<file path="config.mk">
export PLATFORM = sky130hd
export DESIGN_NAME = lst_ctrl
export DESIGN_NICKNAME = d
export VERILOG_FILES = /design/src/rtl/lst_pkg.sv /design/src/rtl/lst_ctrl.sv
export SDC_FILE = /design/constraint.sdc
export NUM_CORES = 1
export LEC_CHECK = 0
export ABC_AREA = 1
export BUFFER_PORTS_ARGS = -buffer_cell sky130_fd_sc_hd__buf_2
export CORE_AREA = 2 2 39 41
export CTS_BUF_LIST = sky130_fd_sc_hd__clkbuf_8
export CTS_CLUSTER_DIAMETER = 80
export DETAILED_ROUTE_END_ITERATION = 10
export DIE_AREA = 0 0 41 43
export MAX_ROUTING_LAYER = met4
export PLACE_DENSITY_LB_ADDON = 0.2
export REMOVE_ABC_BUFFERS = 1
export SYNTH_ARGS = -nofsm -noshare
export SYNTH_HDL_FRONTEND = slang
export SYNTH_SLANG_ARGS = --single-unit
</file>
<file path="constraint.sdc">
create_clock -name clk -period 1.7 [get_ports clk]
set_input_delay 0.425 -clock clk [delete_from_list [all_inputs] [get_ports clk]]
set_output_delay 0.425 -clock clk [all_outputs]
set_load 0.02 [all_outputs]
</file>
<file path="src/rtl/lst_pkg.sv">
package lst_pkg;
  typedef enum logic {
    ST_HUNT = 1'b0,
    ST_RUN  = 1'b1
  } lst_state_e;
endpackage

</file>
<file path="src/rtl/lst_ctrl.sv">
module lst_ctrl
  import lst_pkg::*;
#(
  parameter int LOOP_LEN = 511,
  parameter int CNT_W    = 9
) (
  input  logic             clk,
  input  logic             rst_n,
  input  logic             test_en_n,
  input  logic             sym_valid,
  input  logic             is_marker,
  input  logic             sym_equal,
  output logic             load,
  output logic             adv,
  output lst_state_e       st,
  output logic [CNT_W-1:0] pos,
  output logic             loop_done,
  output logic             mismatch
);
  localparam logic [CNT_W-1:0] LAST = CNT_W'(LOOP_LEN - 1);

  always_comb begin
    load = !test_en_n && (st == ST_HUNT) && sym_valid && is_marker;
    adv  = !test_en_n && (st == ST_RUN) && sym_valid;
  end

  always_ff @(posedge clk or negedge rst_n) begin
    if (!rst_n) begin
      st        <= ST_HUNT;
      pos       <= '0;
      loop_done <= 1'b0;
      mismatch  <= 1'b0;
    end else begin
      loop_done <= 1'b0;
      mismatch  <= 1'b0;
      if (test_en_n) begin
        st  <= ST_HUNT;
        pos <= '0;
      end else if (load) begin
        st  <= ST_RUN;
        pos <= CNT_W'(1);
      end else if (adv) begin
        mismatch <= !sym_equal;
        if (pos == LAST) begin
          pos       <= '0;
          loop_done <= 1'b1;
        end else begin
          pos <= pos + CNT_W'(1);
        end
      end
    end
  end

  assert_off_quiet_R3: assert property (@(posedge clk) disable iff (!rst_n)
    test_en_n |=> (!mismatch && !loop_done && st == ST_HUNT));
  assert_hunt_quiet_R4: assert property (@(posedge clk) disable iff (!rst_n)
    (st == ST_HUNT) |=> (!mismatch && !loop_done));
  assert_idle_hold_R8: assert property (@(posedge clk) disable iff (!rst_n)
    (!sym_valid && !test_en_n) |=> ($stable(pos) && !mismatch && !loop_done));
  assert_loop_end_R7: assert property (@(posedge clk) disable iff (!rst_n)
    $rose(loop_done) |-> ($past(pos) == LAST && pos == '0));
endmodule

</file>
-- Yosys cells after proc, flatten, opt, wreduce, memory -nomap -nowiden
Index checks and enable logic that the tools add are counted.
- register bits: 12
- bits in latches: 0
- RAM bits: 0
- ROM bits: 0
- memories: 0
- add/sub/neg operators: 1
- multiply operators: 0
- div/mod/pow operators: 0
- $lt $le $gt $ge: 0
- equal/unequal tests: 1
- shift-type cells: 0
- mux-type cells: 13
- bitwise operators: 1
- reductions and logical operators: 9
- operators with widths (kind ; count):
    $mux W9 ; 4
    $add A9 B1 Y9 const B ; 1
    $eq A9 B9 Y1 const B ; 1
    $mux W1 ; 9
    $logic_and A1 B1 Y1 ; 5
    $reduce_bool A3 Y1 ; 1
    $logic_not A1 Y1 ; 2
    $reduce_bool A2 Y1 ; 1
    $not A1 Y1 ; 1

-- Logic depth before layout (Yosys ltp)
- depth in word-level cells: 6
- mapped depth: 9

-- Least setup slack after synthesis
No wires, ideal clock.
- kind: register to output
- from: reg st
- to: out load
- arrival: 0.907 ns
- data required time: 1.275 ns
- slack: 0.368 ns
- cell stages (with the launch flop): 4
- cell sequence: dfrtp_1 nor2_1 nand2_2 inv_1
- cells in the longest elaborated chain, start to end: 4
- RTL lines (item ; line ; text):
    start, declared ; lst_ctrl.sv:15 ; output lst_state_e st,
    start signal, assigned ; lst_ctrl.sv:29 ; st <= ST_HUNT;
    start signal, assigned ; lst_ctrl.sv:37 ; st <= ST_HUNT;
    start signal, assigned ; lst_ctrl.sv:40 ; st <= ST_RUN;
    $not A1 Y1 ; lst_ctrl.sv:23 ; load = !test_en_n && (st == ST_HUNT) && sym_valid && is_marker;
    $logic_and A1 B1 Y1 (3 in series) ; lst_ctrl.sv:23 ;
    end, declared ; lst_ctrl.sv:13 ; output logic load,
Every way passes these cells.

-- Worst setup path in the final report
Ends and elaborated chain as after synthesis.

==> results.md <==
- Drt total wl: 1.66 mm
- Worst-margin pin slew: 0.277 ns
- Root Driver: clkbuf_8
- IO buf count: 19
- Clock sinks: 12
- Worst setup startpoint: st
- Hold Crit Class: in -> async
- Pwr Total: 642 uW
- Remaining DRCs: 0
- Crit path launch type: flop
- CP Data Required Time: 1.27 ns
- Sw Share: 26.3%
- NetSw: 169 uW
- Part of the power in registers: 46.9%
- Fin. max-slew vios: 0
- Top cell type's share of synthesized area: 40.8%
- Cell Chain, Critical Path: nor2_2 > nand2_2 > inv_1 > buf_2
- Setup TNS: 0 ns
- Post-CTS Resized: 0
- Vias per cell: 4.96
- GR Overflow Total: 0
- RSZ-0062 raised after global routing: no
- Final period util: 94.1%
- Ports: 20
- First-pass GRT wire length: 2.67 mm
- CP bufs+invs: 2
- Largest area contributor in the netlist: dfrtp_1
- Post-CTS setup buffers: 0
- Dpl cells: 139
- Initial core utilization: 53.2%
- P per Cell Area: 718 nW/um^2
- Number of flops mapped to enable cells by yosys: 0
- Netlist cell types: 17
- Max-slew headroom: 81.5%
- Final Hold Vio Count: 0
- Seq/Total Area, Yosys: 40.8%
- Final setup fails: 0
- Nets: 136
- Clk pwr share: 41.5%
- Initial antenna violation count: 0
- Worst r2r src: pos[0]
- GP Congestion: 0.840
- Clock slew seen by the registers of the worst setup and hold paths: 0.05 ns
- Status: complete, no violations
- CTS Hold Buffers Added: 0
- Hold WS: 0.0472 ns
- Share of cells above drive strength 1: 32.5%
- Int Power: 473 uW
- Leak: 0.537 nW
- Row count: 14
- Comb power frac: 11.6%
- Post-synthesis cell count: 104
- Post-DRT Antenna Nets: 0
- Fin crit period: 1.60 ns
- H-tree Lvls: 1
- Via Count: 705
- Die area: 1760 um^2
- Drt pass-1 iters: 4
- Worst skew pair latency: 0.25 ns
- Most frequent cells in the layout: nand2_1 (33), buf_2 (19), inv_1 (14)
- Dominant synthesized flop cell: dfrtp_1
- Drt wl/cell: 11.7 um
- Synthesized area: 736 um^2
- Die height: 43 um
- Hpwl dp: 1.16 mm
- Num CTS Buffers: 3
- Fillcell total: 116
- Synthesis warning total: 0
- CP delay by family, top: flip-flops
- Max clock buf depth: 2
- Synth top area cells: dfrtp_1 (41%), nand2_1 (17%), inv_1 (7.1%), nor2_1 (6.1%), nor2_2 (5.1%)
- Max-cap violations: 0
- Pin count of the biggest net entering global routing: 13
- Core area: 1380 um^2
- Final Skew: 0.00415 ns
- Crit end category: primary output
- Register bit total from synthesis: 12
- DR iter-0 viols: 26
- Die X: 41 um
- Crit Path Category: reg -> out
- CTS tree: done
- Layout area overhead: 21.6%
- Crit-path max FO: 4
- Post-synth ARST share: 100%
- Max incr delay on CP: 0.42 ns
- Layout Cells excl Fill: 142
- CP arrival: 1.18 ns
- Mapped Avg Cell Area: 7.07 um^2
- Peak supply drop: 599 uV
- Antenna cell count: 0
- Commonest non-fill, non-tap cell in the layout: nand2_1
- Vias in the first global route: 647
- Achievable frequency: 625 MHz
- Total GRT Usage: 23.6%
- Slowest CP cell: dfrtp_1
worst reg2reg max path, cell delays in order (launching register included):
cell	delay [ns]
dfrtp_1	0.41
inv_1	0.10
ha_1	0.14
nand2_1	0.06
nor2_2	0.13
nand3_2	0.11
nand2_1	0.08
inv_2	0.06
nand2_1	0.08
nor2_2	0.03
logic make-up (layout without fill, tap and decap cells):
family / after synthesis / in the layout / share of synthesized area [%]
AOI/OAI and AO/OA: 9 / 9 / 6.46
and+or+nand+nor: 61 / 61 / 38.9
buffers and inverters: 20 / 42 / 10.4
DFF: 12 / 12 / 40.8
adders and majority gates: 2 / 2 / 3.40
power by group through the flow:
stage	Combinational (mW)	Sequential [mW]	Clock (mW)
after floorplan	0.0366	0.314	0
after global placement	0.0722	0.306	0
after detailed placement	0.0735	0.306	0
after CTS	0.0738	0.301	0.271
after global routing	0.0834	0.302	0.280
final	0.0745	0.301	0.266
cells in the mapped netlist (2+ instances only):
library cell / n
dfrtp_1: 12
nor2_2: 6
nor2_1: 12
nand3_2: 2
o21ai_0: 2
nand4_1: 3
nand2_2: 3
o21ai_1: 2
ha_1: 2
inv_2: 5
a21oi_1: 4
inv_1: 14
nand2_1: 33
flip-flops by register name, summed over array words and instances, names as in the netlist:
register and flops:
st 1, mismatch 1, pos 9, loop_done 1
per-layer routing:
layer  GRT usage (%)  part of all wire [%]  vias up
met3            4.71                   5.8        4
met4            12.0                   1.7        0
met1            28.2                    41      318
met5               -                     0        -
met2            35.9                    52       20
li1                -                     -      363
per-stage QoR:
step	cell area, um^2	worst slack (ns)	util [%]
final	895	0.0998	64.6
after global routing	895	0.0186	64.6
after detailed placement	851	0.208	61.5
after global placement	851	0.244	61.5
after CTS	892	0.103	64.5
after floorplan	736	0.368	-
cell type report:
type                            count  area (um^2)  share of cell area (%)
Timing Repair Buffer               19         95.1                    10.6
Inverter                           20         76.3                    8.53
Clock buffer                        3         41.3                    4.62
Multi-Input combinational cell     72          362                    40.4
Sequential cell                    12          300                    33.6
Tap cell                           16         20.0                    2.24
path summary, 6_finish.rpt:
check / endpoint / slack [ns] / cells after the start
setup / recovery: load / 0.1 / 4
hold / removal: pos[0] / 0.05 / 1
setup reg to reg: pos[3] / 0.38 / 9
hold reg to reg: pos[1] / 0.56 / 2
max in group asynchronous: pos[7] / 1.43 / 1
min in group clk: mismatch / 0.32 / 2
(Power assumes the default switching activity.)
